==> src/rtl/brt_pkg.sv <==
package brt_pkg;

  typedef enum logic {
    CS_IDLE,
    CS_SCAN
  } brt_cstate_e;

  typedef enum logic [1:0] {
    WA_NONE,
    WA_REUSE,
    WA_RENEW,
    WA_NEW
  } brt_wact_e;

endpackage

==> src/rtl/brt_first_set.sv <==
module brt_first_set #(
  parameter int N     = 8,
  parameter int IDX_W = 3
) (
  input  logic [N-1:0]     req,
  output logic             found,
  output logic [IDX_W-1:0] idx
);

  always_comb begin
    found = 1'b0;
    idx   = '0;
    for (int i = N - 1; i >= 0; i--) begin
      if (req[i]) begin
        found = 1'b1;
        idx   = IDX_W'(i);
      end
    end
  end

endmodule

==> src/rtl/brt_free_list.sv <==
module brt_free_list #(
  parameter int LOC_W = 5
) (
  input  logic             clk,
  input  logic             rst_n,
  input  logic             push,
  input  logic [LOC_W-1:0] push_loc,
  input  logic             pop,
  output logic [LOC_W-1:0] pop_loc,
  output logic             empty
);

  localparam int DEPTH = 1 << LOC_W;
  localparam int CNT_W = LOC_W + 1;

  logic [LOC_W-1:0] slots [DEPTH];
  logic [LOC_W-1:0] rd_ptr, rd_nxt;
  logic [LOC_W-1:0] wr_ptr, wr_nxt;
  logic [CNT_W-1:0] count, count_nxt;

  always_comb begin
    rd_nxt    = pop  ? LOC_W'(rd_ptr + LOC_W'(1)) : rd_ptr;
    wr_nxt    = push ? LOC_W'(wr_ptr + LOC_W'(1)) : wr_ptr;
    count_nxt = count + CNT_W'(push) - CNT_W'(pop);
  end

  always_ff @(posedge clk or negedge rst_n) begin
    if (!rst_n) begin
      rd_ptr <= '0;
      wr_ptr <= '0;
      count  <= CNT_W'(DEPTH);
    end else if (push || pop) begin
      rd_ptr <= rd_nxt;
      wr_ptr <= wr_nxt;
      count  <= count_nxt;
    end
  end

  always_ff @(posedge clk or negedge rst_n) begin
    if (!rst_n) begin
      for (int i = 0; i < DEPTH; i++) slots[i] <= LOC_W'(i);
    end else if (push) begin
      slots[wr_ptr] <= push_loc;
    end
  end

  assign pop_loc = slots[rd_ptr];
  assign empty   = (count == '0);

  // returned locations never exceed the pool
  a_r7_no_overflow: assert property (@(posedge clk) disable iff (!rst_n)
    push |-> (count < CNT_W'(DEPTH)));

  // nothing is taken from an empty pool
  a_r10_no_underflow: assert property (@(posedge clk) disable iff (!rst_n)
    pop |-> (count != '0));

endmodule

==> src/rtl/brt_commit_seq.sv <==
module brt_commit_seq
  import brt_pkg::*;
#(
  parameter int N     = 8,
  parameter int IDX_W = 3
) (
  input  logic             clk,
  input  logic             rst_n,
  input  logic             start,
  output logic             busy,
  output logic [IDX_W-1:0] step_idx
);

  brt_cstate_e      state, state_nxt;
  logic [IDX_W-1:0] idx, idx_nxt;
  logic             last;

  assign last = (idx == IDX_W'(N - 1));

  always_comb begin
    state_nxt = state;
    idx_nxt   = idx;
    unique case (state)
      CS_IDLE: if (start) begin
        state_nxt = CS_SCAN;
        idx_nxt   = '0;
      end
      CS_SCAN: begin
        if (last) state_nxt = CS_IDLE;
        else      idx_nxt   = IDX_W'(idx + IDX_W'(1));
      end
      default: state_nxt = CS_IDLE;
    endcase
  end

  always_ff @(posedge clk or negedge rst_n) begin
    if (!rst_n) begin
      state <= CS_IDLE;
      idx   <= '0;
    end else begin
      state <= state_nxt;
      idx   <= idx_nxt;
    end
  end

  assign busy     = (state == CS_SCAN);
  assign step_idx = idx;

  // a pulse during the scan does not restart it
  a_r11_no_restart: assert property (@(posedge clk) disable iff (!rst_n)
    (busy && start && !last) |=> (idx == IDX_W'($past(idx) + IDX_W'(1))));

endmodule

==> src/rtl/brt_remap_table.sv <==
module brt_remap_table
  import brt_pkg::*;
#(
  parameter int ADDR_W  = 16,
  parameter int LOC_W   = 5,
  parameter int ENTRIES = 8
) (
  input  logic              clk,
  input  logic              rst_n,
  input  logic              lk_valid,
  input  logic [ADDR_W-1:0] lk_addr,
  output logic              lk_rsp_valid,
  output logic              lk_rsp_remap,
  output logic [LOC_W-1:0]  lk_rsp_loc,
  output logic [ADDR_W-1:0] lk_rsp_addr,
  input  logic              wr_valid,
  input  logic [ADDR_W-1:0] wr_addr,
  output logic              wr_ready,
  output logic              wr_rsp_valid,
  output logic [LOC_W-1:0]  wr_rsp_loc,
  output logic              ckpt_req,
  input  logic              commit,
  output logic              commit_busy,
  input  logic              rc_valid,
  input  logic [ADDR_W-1:0] rc_addr,
  output logic              rc_rsp_valid,
  output logic              rc_rsp_remap,
  output logic [LOC_W-1:0]  rc_rsp_loc,
  output logic [ADDR_W-1:0] rc_rsp_addr
);

  localparam int IDX_W = (ENTRIES > 1) ? $clog2(ENTRIES) : 1;

  // table slots: tag, committed location (or home), working location, epoch-dirty
  logic              e_vld    [ENTRIES];
  logic [ADDR_W-1:0] e_tag    [ENTRIES];
  logic              e_home   [ENTRIES];
  logic [LOC_W-1:0]  e_ck     [ENTRIES];
  logic [LOC_W-1:0]  e_wk     [ENTRIES];
  logic              e_dirty  [ENTRIES];
  logic              n_vld    [ENTRIES];
  logic [ADDR_W-1:0] n_tag    [ENTRIES];
  logic              n_home   [ENTRIES];
  logic [LOC_W-1:0]  n_ck     [ENTRIES];
  logic [LOC_W-1:0]  n_wk     [ENTRIES];
  logic              n_dirty  [ENTRIES];

  logic [ENTRIES-1:0] lk_eq, wr_eq, rc_eq, free_vec;
  logic               lk_hit, wr_hit, rc_hit, slot_ok;
  logic [IDX_W-1:0]   lk_idx, wr_idx, rc_idx, slot_idx;

  genvar g;
  generate
    for (g = 0; g < ENTRIES; g++) begin : g_cmp
      assign lk_eq[g]    = e_vld[g] && (e_tag[g] == lk_addr);
      assign wr_eq[g]    = e_vld[g] && (e_tag[g] == wr_addr);
      assign rc_eq[g]    = e_vld[g] && (e_tag[g] == rc_addr);
      assign free_vec[g] = !e_vld[g];
    end
  endgenerate

  brt_first_set #(.N(ENTRIES), .IDX_W(IDX_W)) u_lk_pick (
    .req(lk_eq), .found(lk_hit), .idx(lk_idx));
  brt_first_set #(.N(ENTRIES), .IDX_W(IDX_W)) u_wr_pick (
    .req(wr_eq), .found(wr_hit), .idx(wr_idx));
  brt_first_set #(.N(ENTRIES), .IDX_W(IDX_W)) u_rc_pick (
    .req(rc_eq), .found(rc_hit), .idx(rc_idx));
  brt_first_set #(.N(ENTRIES), .IDX_W(IDX_W)) u_slot_pick (
    .req(free_vec), .found(slot_ok), .idx(slot_idx));

  // commit scan
  logic             scan_busy;
  logic [IDX_W-1:0] scan_idx;
  logic             promote;
  logic             fl_push;
  logic [LOC_W-1:0] fl_push_loc;

  brt_commit_seq #(.N(ENTRIES), .IDX_W(IDX_W)) u_seq (
    .clk(clk), .rst_n(rst_n), .start(commit),
    .busy(scan_busy), .step_idx(scan_idx));

  assign promote     = scan_busy && e_vld[scan_idx] && e_dirty[scan_idx];
  assign fl_push     = promote && !e_home[scan_idx];
  assign fl_push_loc = e_ck[scan_idx];

  // store admission
  logic             dirty_hit, can_take, wr_fire, fl_pop, fl_empty;
  logic [LOC_W-1:0] fl_pop_loc;
  brt_wact_e        wact;

  brt_free_list #(.LOC_W(LOC_W)) u_free (
    .clk(clk), .rst_n(rst_n),
    .push(fl_push), .push_loc(fl_push_loc),
    .pop(fl_pop), .pop_loc(fl_pop_loc), .empty(fl_empty));

  assign dirty_hit = wr_hit && e_dirty[wr_idx];
  assign can_take  = dirty_hit || (!fl_empty && (wr_hit || slot_ok));
  assign wr_ready  = !scan_busy && !commit && can_take;
  assign ckpt_req  = wr_valid && !scan_busy && !commit && !can_take;
  assign wr_fire   = wr_valid && wr_ready;
  assign fl_pop    = wr_fire && !dirty_hit;

  always_comb begin
    if (!wr_fire)      wact = WA_NONE;
    else if (dirty_hit) wact = WA_REUSE;
    else if (wr_hit)    wact = WA_RENEW;
    else                wact = WA_NEW;
  end

  // slot next state
  always_comb begin
    n_vld   = e_vld;
    n_tag   = e_tag;
    n_home  = e_home;
    n_ck    = e_ck;
    n_wk    = e_wk;
    n_dirty = e_dirty;
    unique case (wact)
      WA_RENEW: begin
        n_wk[wr_idx]    = fl_pop_loc;
        n_dirty[wr_idx] = 1'b1;
      end
      WA_NEW: begin
        n_vld[slot_idx]   = 1'b1;
        n_tag[slot_idx]   = wr_addr;
        n_home[slot_idx]  = 1'b1;
        n_ck[slot_idx]    = '0;
        n_wk[slot_idx]    = fl_pop_loc;
        n_dirty[slot_idx] = 1'b1;
      end
      default: ;
    endcase
    if (promote) begin
      n_ck[scan_idx]    = e_wk[scan_idx];
      n_home[scan_idx]  = 1'b0;
      n_dirty[scan_idx] = 1'b0;
    end
  end

  logic slot_we;
  assign slot_we = wr_fire || promote;

  always_ff @(posedge clk or negedge rst_n) begin
    if (!rst_n) begin
      for (int i = 0; i < ENTRIES; i++) begin
        e_vld[i]   <= 1'b0;
        e_tag[i]   <= '0;
        e_home[i]  <= 1'b1;
        e_ck[i]    <= '0;
        e_wk[i]    <= '0;
        e_dirty[i] <= 1'b0;
      end
    end else if (slot_we) begin
      e_vld   <= n_vld;
      e_tag   <= n_tag;
      e_home  <= n_home;
      e_ck    <= n_ck;
      e_wk    <= n_wk;
      e_dirty <= n_dirty;
    end
  end

  // answer next state
  logic             lk_remap_n, rc_remap_n;
  logic [LOC_W-1:0] lk_loc_n, rc_loc_n, wr_loc_n;

  always_comb begin
    lk_remap_n = lk_hit;
    lk_loc_n   = lk_hit ? e_wk[lk_idx] : '0;
    rc_remap_n = rc_hit && !e_home[rc_idx];
    rc_loc_n   = rc_remap_n ? e_ck[rc_idx] : '0;
    wr_loc_n   = dirty_hit ? e_wk[wr_idx] : fl_pop_loc;
  end

  always_ff @(posedge clk or negedge rst_n) begin
    if (!rst_n) begin
      lk_rsp_valid <= 1'b0;
      rc_rsp_valid <= 1'b0;
      wr_rsp_valid <= 1'b0;
    end else begin
      lk_rsp_valid <= lk_valid;
      rc_rsp_valid <= rc_valid;
      wr_rsp_valid <= wr_fire;
    end
  end

  always_ff @(posedge clk or negedge rst_n) begin
    if (!rst_n) begin
      lk_rsp_remap <= 1'b0;
      lk_rsp_loc   <= '0;
      lk_rsp_addr  <= '0;
    end else if (lk_valid) begin
      lk_rsp_remap <= lk_remap_n;
      lk_rsp_loc   <= lk_loc_n;
      lk_rsp_addr  <= lk_addr;
    end
  end

  always_ff @(posedge clk or negedge rst_n) begin
    if (!rst_n) begin
      rc_rsp_remap <= 1'b0;
      rc_rsp_loc   <= '0;
      rc_rsp_addr  <= '0;
    end else if (rc_valid) begin
      rc_rsp_remap <= rc_remap_n;
      rc_rsp_loc   <= rc_loc_n;
      rc_rsp_addr  <= rc_addr;
    end
  end

  always_ff @(posedge clk or negedge rst_n) begin
    if (!rst_n)       wr_rsp_loc <= '0;
    else if (wr_fire) wr_rsp_loc <= wr_loc_n;
  end

  assign commit_busy = scan_busy;

  // every accepted store reports its location next cycle
  a_r3_store_answers: assert property (@(posedge clk) disable iff (!rst_n)
    (wr_valid && wr_ready) |=> wr_rsp_valid);

  // lookup answers echo the requested address
  a_r2_echo: assert property (@(posedge clk) disable iff (!rst_n)
    lk_valid |=> (lk_rsp_valid && lk_rsp_addr == $past(lk_addr)));

  // stores are held during the scan, and a commit starts it
  a_r6_hold_in_scan: assert property (@(posedge clk) disable iff (!rst_n)
    commit_busy |-> !wr_ready);
  a_r6_scan_starts: assert property (@(posedge clk) disable iff (!rst_n)
    (commit && !commit_busy) |=> commit_busy);

  // a checkpoint request never coexists with acceptance
  a_r9_req_blocks: assert property (@(posedge clk) disable iff (!rst_n)
    ckpt_req |-> !wr_ready);

  // a block has at most one slot
  a_r4_unique_tag: assert property (@(posedge clk) disable iff (!rst_n)
    $onehot0(wr_eq));

endmodule

==> config.mk <==
export PLATFORM = sky130hd
export DESIGN_NAME = brt_remap_table
export DESIGN_NICKNAME = d
export VERILOG_FILES = /design/src/rtl/brt_pkg.sv /design/src/rtl/brt_first_set.sv /design/src/rtl/brt_free_list.sv /design/src/rtl/brt_commit_seq.sv /design/src/rtl/brt_remap_table.sv
export SDC_FILE = /design/constraint.sdc
export NUM_CORES = 1
export LEC_CHECK = 0
export BUFFER_PORTS_ARGS = -buffer_cell sky130_fd_sc_hd__buf_2
export CORE_MARGIN = 10
export CORE_UTILIZATION = 58
export CTS_BUF_LIST = sky130_fd_sc_hd__clkbuf_4
export CTS_CLUSTER_DIAMETER = 120
export DETAILED_ROUTE_END_ITERATION = 10
export PLACE_DENSITY = 0.79
export SYNTH_ARGS = -nofsm -noshare
export SYNTH_HDL_FRONTEND = slang
export SYNTH_HIERARCHICAL = 1
export SYNTH_SLANG_ARGS = --single-unit
==> constraint.sdc <==
create_clock -name clk -period 4.3 [get_ports clk]
set_input_delay 0.215 -clock clk [delete_from_list [all_inputs] [get_ports clk]]
set_output_delay 0.215 -clock clk [all_outputs]
set_load 0.02 [all_outputs]
=== After elaboration in Yosys (flattened, before gate mapping) ===
Cells that the tools add are included.

* Register bits after elaboration: 464
* Input port bits: 54
* Output and inout port bits: 55

* $add $sub $neg: 5
* Magnitude comparators: 11
* Equal/unequal tests: 29
* Mux-type cells: 137
* Bitwise gates (word level): 17
* Reductions and logical operators: 59

{| class="wikitable"
|+ Operators by type and width
! operator !! number
|-
| $eq 16x16->1 || 24
|-
| $bwmux 160 || 1
|-
| $bwmux 128 || 1
|-
| $bwmux 40 || 3
|-
| $mux 3 || 34
|-
| $mux 5 || 19
|-
| $mux 40 || 2
|-
| $pmux 40 s2 || 1
|-
| $bmux 5 s3 || 5
|-
| $demux 16 s3 || 1
|-
| $mux 1 || 48
|-
| $demux 5 s3 || 3
|-
| $logic_and 1x1->1 || 41
|-
| $and 40x40->40 || 1
|-
| $not 40->40 || 1
|-
| $or 8x8->8 || 4
|-
| $bmux 5 s5 || 1
|-
| $demux 5 s5 || 1
|-
| $mux 8 || 3
|-
| $ge 4x4->1 const B || 5
|-
| $not 3->4 || 5
|-
| $and 8x8->8 || 2
|-
| $mux 16 || 1
|-
| $pmux 8 s2 || 1
|-
| other kinds (23) || 50
|}

=== Depth between registers and ports, before layout ===
Gate-level depths: netlist (run 1).

* Depth after elaboration: 23
* Depth in mapped cells: 22
* Depth with buffers taken out: 19

=== Modules after synthesis ===
The synthesis (run 1) kept the hierarchy.

{| class="wikitable"
|+ By module, submodules not included
! module !! times used !! cells an instance !! area an instance (um^2) !! seq. area each (um^2)
|-
| brt_remap_table || 1 || 1,683 || 17,329.1 || 7,116.8
|-
| brt_free_list || 1 || 573 || 8,384.3 || 4,505.6
|-
| brt_first_set || 4 || 13 || 80.1 || 0.0
|-
| brt_commit_seq || 1 || 15 || 207.7 || 100.1
|}

=== Least setup slack after synthesis (run 1) ===
Ideal clock, no wire load.

* Path kind: in2reg
* Start: input wr_addr[10]
* End: register u_free.count[5]
* Arrival: 4.671 ns
* Slack: -0.449 ns
* Stages: 20
* Cell sequence: clkbuf_1 buf_1 xor2_1 nor4_1 nand4_1 nor3_1 a21oi_1 o41ai_1 clkbuf_1 mux2_2 o2bb2ai_1 o21a_1 nor2_1 ha_1 inv_1 ha_1 a21o_1 a211oi_1 or4_1 and3_1

* Word-level cells in the longest chain between the ends: 20

{| class="wikitable"
|+ RTL lines
! item !! RTL line !! RTL
|-
| start: declaration || brt_remap_table.sv:17 || <nowiki>input logic [ADDR_W-1:0] wr_addr,</nowiki>
|-
| $eq 16x16->1 (*) || brt_remap_table.sv:56 || <nowiki>assign wr_eq[g] = e_vld[g] && (e_tag[g] == wr_addr);</nowiki>
|-
| $logic_and 1x1->1 (*) || brt_remap_table.sv:56 ||
|-
| net wr_eq[7] || brt_remap_table.sv:48 || <nowiki>logic [ENTRIES-1:0] lk_eq, wr_eq, rc_eq, free_vec;</nowiki>
|-
| $mux 3 (*) (8 in series) || brt_first_set.sv:14 || <nowiki>if (req[i]) begin</nowiki>
|-
| net wr_idx[0] || brt_remap_table.sv:50 || <nowiki>logic [IDX_W-1:0] lk_idx, wr_idx, rc_idx, slot_idx;</nowiki>
|-
| $not 3->4 (implied by the code) (*) || brt_remap_table.sv:96 || <nowiki>assign dirty_hit = wr_hit && e_dirty[wr_idx];</nowiki>
|-
| $bmux 1 s3 (*) || brt_remap_table.sv:96 ||
|-
| $mux 1 (implied by the code) (*) (2 in series) || brt_remap_table.sv:96 ||
|-
| $logic_and 1x1->1 (*) || brt_remap_table.sv:96 ||
|-
| $logic_or 1x1->1 || brt_remap_table.sv:97 || <nowiki>assign can_take = dirty_hit || (!fl_empty && (wr_hit || slot_ok));</nowiki>
|-
| $logic_and 1x1->1 || brt_remap_table.sv:98 || <nowiki>assign wr_ready = !scan_busy && !commit && can_take;</nowiki>
|-
| $logic_and 1x1->1 || brt_remap_table.sv:100 || <nowiki>assign wr_fire = wr_valid && wr_ready;</nowiki>
|-
| $logic_and 1x1->1 (*) || brt_remap_table.sv:101 || <nowiki>assign fl_pop = wr_fire && !dirty_hit;</nowiki>
|-
| net fl_pop || brt_remap_table.sv:87 || <nowiki>logic dirty_hit, can_take, wr_fire, fl_pop, fl_empty;</nowiki>
|-
| $sub 6x1->6 / $logic_or 1x1->1 (equally long branches) || brt_free_list.sv:24, brt_free_list.sv:32 ||
|-
| end signal: assignment || brt_free_list.sv:31 || <nowiki>count <= CNT_W'(DEPTH);</nowiki>
|-
| end signal: assignment || brt_free_list.sv:35 || <nowiki>count <= count_nxt;</nowiki>
|-
| end: declaration || brt_free_list.sv:19 || <nowiki>logic [CNT_W-1:0] count, count_nxt;</nowiki>
|}

Mark *: on every way through the listed nets, which the timed path passes. The rest lies on a longest branch. The select of a mux whose other input is x is not followed.
A chain may end at the register's enable or synchronous reset.

=== Worst setup path after layout (run 1) ===
* Start: register e_tag[35] (netlist name)
* End: output ckpt_req

* Word-level cells in the longest chain between the ends: 16

{| class="wikitable"
|+ RTL lines
! item !! RTL line !! RTL
|-
| start: declaration || brt_remap_table.sv:36 || <nowiki>logic [ADDR_W-1:0] e_tag [ENTRIES];</nowiki>
|-
| start signal: assignment || brt_remap_table.sv:155 || <nowiki>e_tag <= n_tag;</nowiki>
|-
| $eq 16x16->1 || brt_remap_table.sv:56 ||
|-
| $logic_and 1x1->1 || brt_remap_table.sv:56 ||
|-
| net wr_eq[5] || brt_remap_table.sv:48 ||
|-
| $mux 3 (6 in series) || brt_first_set.sv:14 ||
|-
| net wr_idx[0] || brt_remap_table.sv:50 ||
|-
| $not 3->4 (implied by the code) || brt_remap_table.sv:96 ||
|-
| $bmux 1 s3 || brt_remap_table.sv:96 ||
|-
| $mux 1 (implied by the code) (2 in series) || brt_remap_table.sv:96 ||
|-
| $logic_and 1x1->1 || brt_remap_table.sv:96 ||
|-
| $logic_or 1x1->1 || brt_remap_table.sv:97 ||
|-
| $logic_not 1->1 || brt_remap_table.sv:99 || <nowiki>assign ckpt_req = wr_valid && !scan_busy && !commit && !can_take;</nowiki>
|-
| $logic_and 1x1->1 || brt_remap_table.sv:99 ||
|-
| end: declaration || brt_remap_table.sv:21 || <nowiki>output logic ckpt_req,</nowiki>
|}

The timed path passes the listed nets, and every way through them passes these cells. The select of a mux whose other input is x is not followed.

==> load_flow_metrics.sql, run 1 <==
INSERT INTO impl_metrics (metric_group, metric, value, unit) VALUES
('route', 'detailroute.via_count', '20780', ''),
('critical_path', 'critical_path.most_common_cell', 'buf_6', ''),
('critical_path', 'cp_cell_sequence', 'xor2_1 -> nor4_2 -> nand4_1 -> nor3_2 -> a21oi_2 -> o41ai_2 -> buf_4 -> mux2i_1 -> o22ai_2 -> o21a_2 -> buf_6 -> nor2_4 -> and2_4 -> buf_6', ''),
('outcome', 'result_of_the_run', 'completed', ''),
('logic_synthesis', 'biggest_area_contributors_in_the_synthesized_netlist', 'dfrtp_1 36%, xor2_1 13%, mux2_2 13%', ''),
('critical_path', 'r2r.worst_path.cells', '18', ''),
('critical_path', 'rr_startpoint', 'e_tag[35]', ''),
('critical_path', 'critPathLaunch', 'e_tag[35]', ''),
('timing', 'final.min_clock_period', '4205', 'ps'),
('critical_path', 'rr_endpoint', 'u_free/count[5]', ''),
('die', 'die_h', '232.7', 'µm'),
('critical_path', 'timing.critical_path.fanout_max', '5', ''),
('timing', 'slew_viol_final', '0', ''),
('timing', 'tightestPinTransition', '1224', 'ps'),
('logic_synthesis', 'synth_cells', '2323', ''),
('grt', 'globalRouteOverflowTotal', '0', ''),
('grt', 'met3_usage', '8.518', '%'),
('route', 'drtPass1Iterations', '6', ''),
('power', 'cellLeakagePower', '14.66', 'nW'),
('logic_synthesis', 'synth.top_cell.area_share', '35.76', '%'),
('finish', 'layout-drive-gt1-share', '36.82', '%'),
('grt', 'grt_use_met1', '40.25', '%'),
('power', 'power-per-cell-area', '415.1', 'mW/mm²'),
('timing', 'final-setup-viol-count', '0', ''),
('grt', 'antenna_found_initial', '3', ''),
('grt', 'gr_peak_layer', 'met2', ''),
('power', 'vdd_drop_max', '0.3919', 'mV'),
('finish', 'area.sequential', '0.01175', 'mm²'),
('critical_path', 'crit_path_start_kind', 'flip-flop', ''),
('logic_synthesis', 'synth_enable_flop_cells', '0', ''),
('route', 'vias_per_cell', '6.288', ''),
('critical_path', 'critPathRequiredTime', '4090', 'ps'),
('logic_synthesis', 'synth_area', '0.02624', 'mm²'),
('route', 'drt_iter0_markers', '2552', ''),
('cts', 'clock_path_buffers', '3', ''),
('timing', 'skew', '110.1', 'ps'),
('timing', 'hold_slack', '175.8', 'ps'),
('min_path', 'hold_removal_path_class', 'in2reg', ''),
('grt', 'tot_gr_track_use', '30.85', '%'),
('logic_synthesis', 'count_of_cell_types_in_the_netlist', '77', ''),
('logic_synthesis', 'async_set_reset_flop_share_out_of_synthesis', '100.0', '%'),
('timing', 'grt_setup_unrepaired', 'yes', ''),
('finish', 'syn2layout_area_growth', '16.59', '%'),
('logic_synthesis', 'synth_seq_cells', '464', ''),
('grt', 'vias_in_the_first_global_route', '21110', ''),
('timing', 'fin_crit_sh', '97.79', '%'),
('run', 'max-cap-violations', '0', ''),
('grt', 'grt_use_met2', '46.49', '%'),
('die', 'die_area', '0.05415', 'mm²'),
('finish', 'utilization', '68.74', '%'),
('route', 'routed_wl', '84.30', 'mm'),
('cts', 'cts_htree_levels', '3', ''),
('place', 'io_buffers', '108', ''),
('critical_path', 'slowest_delay', '440', 'ps'),
('critical_path', 'timing.critical_path.buf_inv', '3', ''),
('min_path', 'hold_path_depth', '4', ''),
('die', 'placement_rows', '77', ''),
('die', 'die_x', '232.7', 'µm'),
('cts', 'path_clk_slew', '70', 'ps'),
('cts', 'clock_sink_count', '464', ''),
('finish', 'number_of_nets_at_the_end_of_the_flow', '2678', ''),
('die', 'start_util', '58.96', '%'),
('timing', 'clock.fmax', '237.8', 'MHz'),
('critical_path', 'worstSetupPathDepth', '14', ''),
('finish', 'area_taken_by_multi_input_logic_gates', '0.01391', 'mm²'),
('logic_synthesis', 'synth_area_per_cell', '11.30', 'µm²'),
('logic_synthesis', 'synth_seq_area_share', '44.67', '%'),
('timing', 'max-slew-margin-rel', '18.06', '%'),
('logic_synthesis', 'dominantRegCellSynth', 'dfrtp_1', ''),
('cts', 'clock_latency_late_sink', '960', 'ps'),
('place', 'placed_area', '0.02806', 'mm²');
-- synthesized netlist by cell type, types with 33 or more instances --
master	count
xor2_1	387
clkbuf_1	113
mux4_2	60
a21oi_1	34
nand2_1	270
dfrtp_1	375
inv_1	49
nor4_1	77
mux2i_1	83
nor2_1	67
dfstp_2	89
nand4_1	33
mux2_2	298
nor3_1	56
-- worst min-delay path, cell delays in order --
cell and delay (ps):
dlygate4sd3_1 540, buf_2 170, inv_1 60, mux2i_1 50
-- how the worst min path moves through the flow --
stage,from,endpoint
global route,wr_addr[7],e_tag[55]
detailed placement,rst_n,lk_rsp_addr[7]
global placement,rst_n,lk_rsp_addr[7]
CTS,commit,u_seq/busy
finish,commit,u_seq/busy
floorplan,rst_n,e_ck[0]
-- power breakdown --
| part | internal (W) | switching (W) | total, W |
|---|---|---|---|
| logic | 0.00137 | 0.00218 | 0.00355 |
| clock network | 0.00187 | 0.00192 | 0.00379 |
| registers | 0.00497 | 0.000387 | 0.00536 |
| total | 0.00821 | 0.00449 | 0.0127 |
-- kinds of logic after synthesis --
family | count (synthesis) | synth area share [%]
AND/OR/NAND/NOR | 592 | 10.96
flip-flops | 464 | 44.67
multiplexers | 456 | 22.02
XOR/XNOR | 395 | 13.18
buffers and inverters | 212 | 3.338
AO/OA/AOI/OAI | 188 | 5.035
adder cells (fa/ha/maj) | 16 | 0.7915
-- sequential cells by signal (all words and copies together), names as in the netlist --
| register | flops |
|---|---|
| u_free/rd_ptr | 5 |
| u_seq/busy | 1 |
| wr_rsp_valid | 1 |
| e_wk | 40 |
| wr_rsp_loc | 5 |
| u_free/count | 6 |
| e_tag | 128 |
| lk_rsp_addr | 16 |
| e_home | 8 |
| rc_rsp_addr | 16 |
| u_seq/step_idx | 3 |
| rc_rsp_loc | 5 |
| rc_rsp_remap | 1 |
| lk_rsp_remap | 1 |
| rc_rsp_valid | 1 |
| e_dirty | 8 |
| u_free/wr_ptr | 5 |
| lk_rsp_loc | 5 |
| e_ck | 40 |
| e_vld | 8 |
| u_free/slots | 160 |
| lk_rsp_valid | 1 |
-- timing repair --
action,in CTS,in global routing
endpoints found under the hold margin,323,0
gates resized for setup,20,40
setup buffers,9,19
pin swaps,14,30
setup endpoints to repair,4,34
hold buffers,57,0
-- cells in the final DEF (no fill, tap or decap), drive strengths merged, types with 6 or more instances in the layout --
master | synthesis | final
a211oi | 18 | 18
a21oi | 34 | 34
a221o | 6 | 6
a221oi | 12 | 12
a22o | 10 | 10
a22oi | 8 | 8
buf | 49 | 268
clkbuf | 113 | 173
clkinv | 1 | 46
dfrtp | 375 | 375
dfstp | 89 | 89
dlygate4sd3 | 0 | 57
ha | 15 | 15
inv | 49 | 53
mux2 | 310 | 310
mux2i | 83 | 83
mux4 | 63 | 63
nand2 | 270 | 270
nand3 | 20 | 20
nand3b | 6 | 6
nand4 | 33 | 33
nor2 | 68 | 68
nor2b | 18 | 18
nor3 | 62 | 62
nor3b | 6 | 6
nor4 | 81 | 81
o21a | 6 | 6
o21ai | 34 | 34
o22ai | 17 | 17
xnor2 | 8 | 8
xor2 | 387 | 387
-- metrics by stage --
step / setup TNS [ps] / setup slack (ps) / total power [W] / instances
finish: 0 / 95.00 / 0.01270 / 3305
global route: -306.5 / -121.6 / 0.01329 / 3304
CTS: 0 / 1.424 / 0.01263 / 3282
detailed placement: -209.2 / -147.3 / 0.008786 / 2994
global placement: -17.10 / -17.10 / 0.008591 / 2994
floorplan: 0 / 4.610 / 0.007514 / 2323
-- area by class of cell --
type / count / area share, %
Sequential cell: 464 / 38.40
Timing Repair Buffer: 325 / 8.081
Tap cell: 592 / 2.421
Multi-Input combinational cell: 1647 / 45.46
Clock inverter: 49 / 0.7402
Clock buffer: 173 / 4.245
Antenna cell: 5 / 0.04090
Inverter: 50 / 0.6134
-- per-layer routing --
| layer | share of wire (%) | up-vias |
|---|---|---|
| li1 | - | 8822 |
| met1 | 39 | 10370 |
| met2 | 45 | 1253 |
| met3 | 11 | 341 |
| met4 | 5.3 | 2 |
| met5 | 0.017 | - |
Power figures use the tool's default switching activity.
==> inputs of run 2 (changes only) <==
--- a/config.mk
+++ b/config.mk
@@ -7,11 +7,11 @@
 export LEC_CHECK = 0
 export BUFFER_PORTS_ARGS = -buffer_cell sky130_fd_sc_hd__buf_2
 export CORE_MARGIN = 10
-export CORE_UTILIZATION = 58
+export CORE_UTILIZATION = 57
 export CTS_BUF_LIST = sky130_fd_sc_hd__clkbuf_4
 export CTS_CLUSTER_DIAMETER = 120
 export DETAILED_ROUTE_END_ITERATION = 10
-export PLACE_DENSITY = 0.79
+export PLACE_DENSITY = 0.77
 export SYNTH_ARGS = -nofsm -noshare
 export SYNTH_HDL_FRONTEND = slang
 export SYNTH_HIERARCHICAL = 1
==> run 2 against run 1 <==
  * Worst hold slack lost 53 ps
  * Combinational power is essentially flat
  * Register-to-register slack lost 190 ps
  * Wire length grew 1.5%
  * Clock power grew 3%
  * Critical endpoint is now u_free/count[5]
  * Final cell count grew 1.8%
  * The flow now finishes with violations (negative setup slack)
  * Non-clock buffer count grew 54
  * Clock-buffer cell count grew 10
==> load_flow_metrics.sql, run 2 (synthesis results as in run 1) <==
INSERT INTO impl_metrics (metric_group, metric, value, unit) VALUES
('outcome', 'result_of_the_run', 'complete, but fails checks', ''),
('outcome', 'failed_checks', 'negative setup slack', ''),
('timing', 'final-hold-violation-count', '0', ''),
('cts', 'tritoncts', 'done', ''),
('finish', 'number_of_nets_at_the_end_of_the_flow', '2731', ''),
('grt', 'globalRouteOverflowTotal', '0', ''),
('route', 'drtPass1Iterations', '6', ''),
('critical_path', 'worstPathArrival', '5220', 'ps'),
('timing', 'final_critical_path_setup_slack', '-83.40', 'ps'),
('route', 'drt_iter0_markers', '2298', ''),
('min_path', 'end_point_of_the_worst_hold_path', 'u_seq/busy', ''),
('critical_path', 'worst-setup-path-type', 'reg2reg', ''),
('finish', 'final_cell_mix', '387 x xor2_1, 359 x dfrtp_1, 297 x mux2_2', ''),
('place', 'io_buffers', '108', ''),
('finish', 'max_flop_register', 'u_free/slots', ''),
('route', 'detailroute.via_count', '21010', ''),
('power', 'fin_total_pwr', '0.01287', 'W'),
('power', 'comb_power_share', '27.6', '%'),
('place', 'gp_routability_congestion', '1.011', ''),
('power', 'cellLeakagePower', '14.97', 'nW'),
('power', 'power-per-cell-area', '413.7', 'mW/mm²'),
('place', 'dp_hpwl', '57.53', 'mm'),
('timing', 'grt_setup_unrepaired', 'yes', ''),
('finish', 'layout_top_registers', 'u_free/slots x160, e_tag x128', ''),
('power', 'power.internal', '0.008339', 'W'),
('critical_path', 'rr_startpoint', 'e_tag[0]', ''),
('critical_path', 'r2r.worst_path.cells', '20', ''),
('cts', 'path_clk_slew', '70', 'ps'),
('power', 'sw_share', '35.22', '%'),
('power', 'vdd_drop_max', '0.4481', 'mV'),
('min_path', 'worstHoldStart', 'commit', ''),
('timing', 'final.min_clock_period', '4383', 'ps'),
('grt', 'maximum_number_of_pins_on_one_net_before_global_route_repair', '75', ''),
('critical_path', 'setup.worst_path.end_class', 'flip-flop', ''),
('timing', 'clock.fmax', '228.1', 'MHz'),
('die', 'die_h', '234.6', 'µm'),
('route', 'wire_per_inst', '25.42', 'µm'),
('cts', 'clock_sink_count', '464', ''),
('route', 'routed_wl', '85.56', 'mm'),
('timing', 'fin_crit_sh', '101.9', '%'),
('timing', 'final-setup-viol-count', '4', ''),
('route', 'drt_drc_violations_left', '0', ''),
('timing', 'skew', '75.14', 'ps'),
('die', 'top_level_ports', '109', ''),
('timing', 'slew_viol_final', '0', ''),
('power', 'power_frac_seq', '42.1', '%'),
('grt', 'tot_gr_track_use', '31.01', '%'),
('timing', 'tightestPinTransition', '1220', 'ps'),
('finish', 'layout-drive-gt1-share', '38.33', '%'),
('cts', 'clock_latency_late_sink', '970', 'ps'),
('critical_path', 'crit_path_start_kind', 'flip-flop', ''),
('critical_path', 'timing.critical_path.fanout_max', '4', ''),
('min_path', 'hold_removal_path_class', 'in2reg', ''),
('finish', 'syn2layout_area_growth', '18.57', '%'),
('timing', 'max-slew-margin-rel', '18.30', '%'),
('cts', 'cts_made_buffers', '119', ''),
('die', 'floorplan.core_area', '0.04548', 'mm²'),
('run', 'max-cap-violations', '0', ''),
('die', 'die_x', '234.6', 'µm'),
('finish', 'largest_register_ffs', '160', ''),
('critical_path', 'cp_cell_sequence', 'xor2_1 -> nor4_2 -> nand4_1 -> nor3_2 -> buf_4 -> a21oi_4 -> o41ai_4 -> buf_4 -> mux2i_1 -> o22ai_1 -> o21a_2 -> buf_6 -> nor2_4 -> ha_4 -> inv_2 -> ha_4 -> a21o_1 -> a211oi_2 -> or4_1 -> and3_1', ''),
('die', 'placement_rows', '78', ''),
('power', 'net-switching-power', '0.004533', 'W'),
('finish', 'mostFrequentLayoutCell', 'xor2_1', ''),
('critical_path', 'rr_endpoint', 'u_free/count[5]', ''),
('die', 'die_area', '0.05502', 'mm²'),
('die', 'start_util', '57.70', '%'),
('critical_path', 'critPathRequiredTime', '5140', 'ps'),
('critical_path', 'slowest_delay', '480', 'ps'),
('grt', 'grt_first_pass_wirelength', '130.5', 'mm'),
('route', 'vias_per_cell', '6.243', ''),
('min_path', 'hold_path_depth', '4', ''),
('route', 'detail-route-antenna-nets', '0', ''),
('critical_path', 'reg2reg_slack', '-80', 'ps'),
('power', 'power_frac_clock', '30.3', '%'),
('grt', 'vias_in_the_first_global_route', '21650', ''),
('finish', 'utilization', '68.41', '%'),
('critical_path', 'crit_slowest_cell', 'or4_1', ''),
('cts', 'cts_root_buffer', 'clkbuf_4', ''),
('cts', 'clock_path_buffers', '3', ''),
('cts', 'cts_htree_levels', '3', ''),
('grt', 'antenna_found_initial', '2', '');
run 2: through the flow:
step / setup WS (ps) / hold WS [ps] / instance area (µm²) / TNS, ps / cells
floorplan: 4.610 / -80.59 / 26260 / 0 / 2323
global placement: -269.7 / 311.0 / 28540 / -895.4 / 3065
detailed placement: -353.1 / 320.6 / 28540 / -1455 / 3065
CTS: -89.67 / 59.32 / 30810 / -282.0 / 3345
global route: -174.6 / 145.6 / 31110 / -652.8 / 3363
finish: -83.40 / 123.2 / 31110 / -141.8 / 3365
run 2: critical path, delay by kind of cell, from the launching register on:
family / cells / cell delay (ps)
buf+inv: 4 / 550
fa+ha+maj: 2 / 400
xor+xnor: 1 / 150
flops: 1 / 400
mux: 1 / 200
compound gates: 6 / 1020
simple gates: 6 / 1540
run 2: power groups by stage:
stage / sequential, W / clock, W / combinational (W)
after floorplan: 0.00529 / 0 / 0.00222
after global placement: 0.00542 / 0 / 0.00320
after detailed placement: 0.00548 / 0 / 0.00333
after CTS: 0.00540 / 0.00396 / 0.00340
after global routing: 0.00548 / 0.00421 / 0.00377
final: 0.00542 / 0.00390 / 0.00355
run 2: metal layers:
layer | global-route usage (%) | vias to the layer above | share of wire, %
li1 | - | 8926 | -
met1 | 40.47 | 10500 | 39
met2 | 47.93 | 1239 | 46
met3 | 8.295 | 340 | 10
met4 | 13.80 | 0 | 4.8
met5 | 0 | - | 0
run 2: final cells by class:
cell class	instances	area [µm²]
clock inverters	37	177.7
flip-flops and latches	464	11740
well taps	600	750.7
repair buffers	379	2905
diodes	5	12.51
clock buffers	183	1374
inverters	50	187.7
multi-input cells	1647	13960
fillers	3335	14370
run 2: worst max-delay path by stage:
stage	start	endpoint	depth (start not counted)
after floorplan	wr_addr[11]	u_free/count[4]	21
after global placement	e_tag[7]	u_free/count[5]	18
after detailed placement	e_tag[7]	u_free/count[5]	18
after CTS	e_tag[0]	u_free/count[5]	20
after global routing	e_tag[0]	u_free/count[5]	20
final	e_tag[0]	u_free/count[5]	20
run 2: what timing repair did:
| action | 4_1_cts | 5_1_grt |
|---|---|---|
| hold buffers | 55 | 0 |
| endpoints found under the hold margin | 465 | 0 |
| setup endpoints to repair | 12 | 7 |
| resized for setup | 26 | 41 |
| buffers inserted | 5 | 15 |
| pin swaps | 15 | 22 |
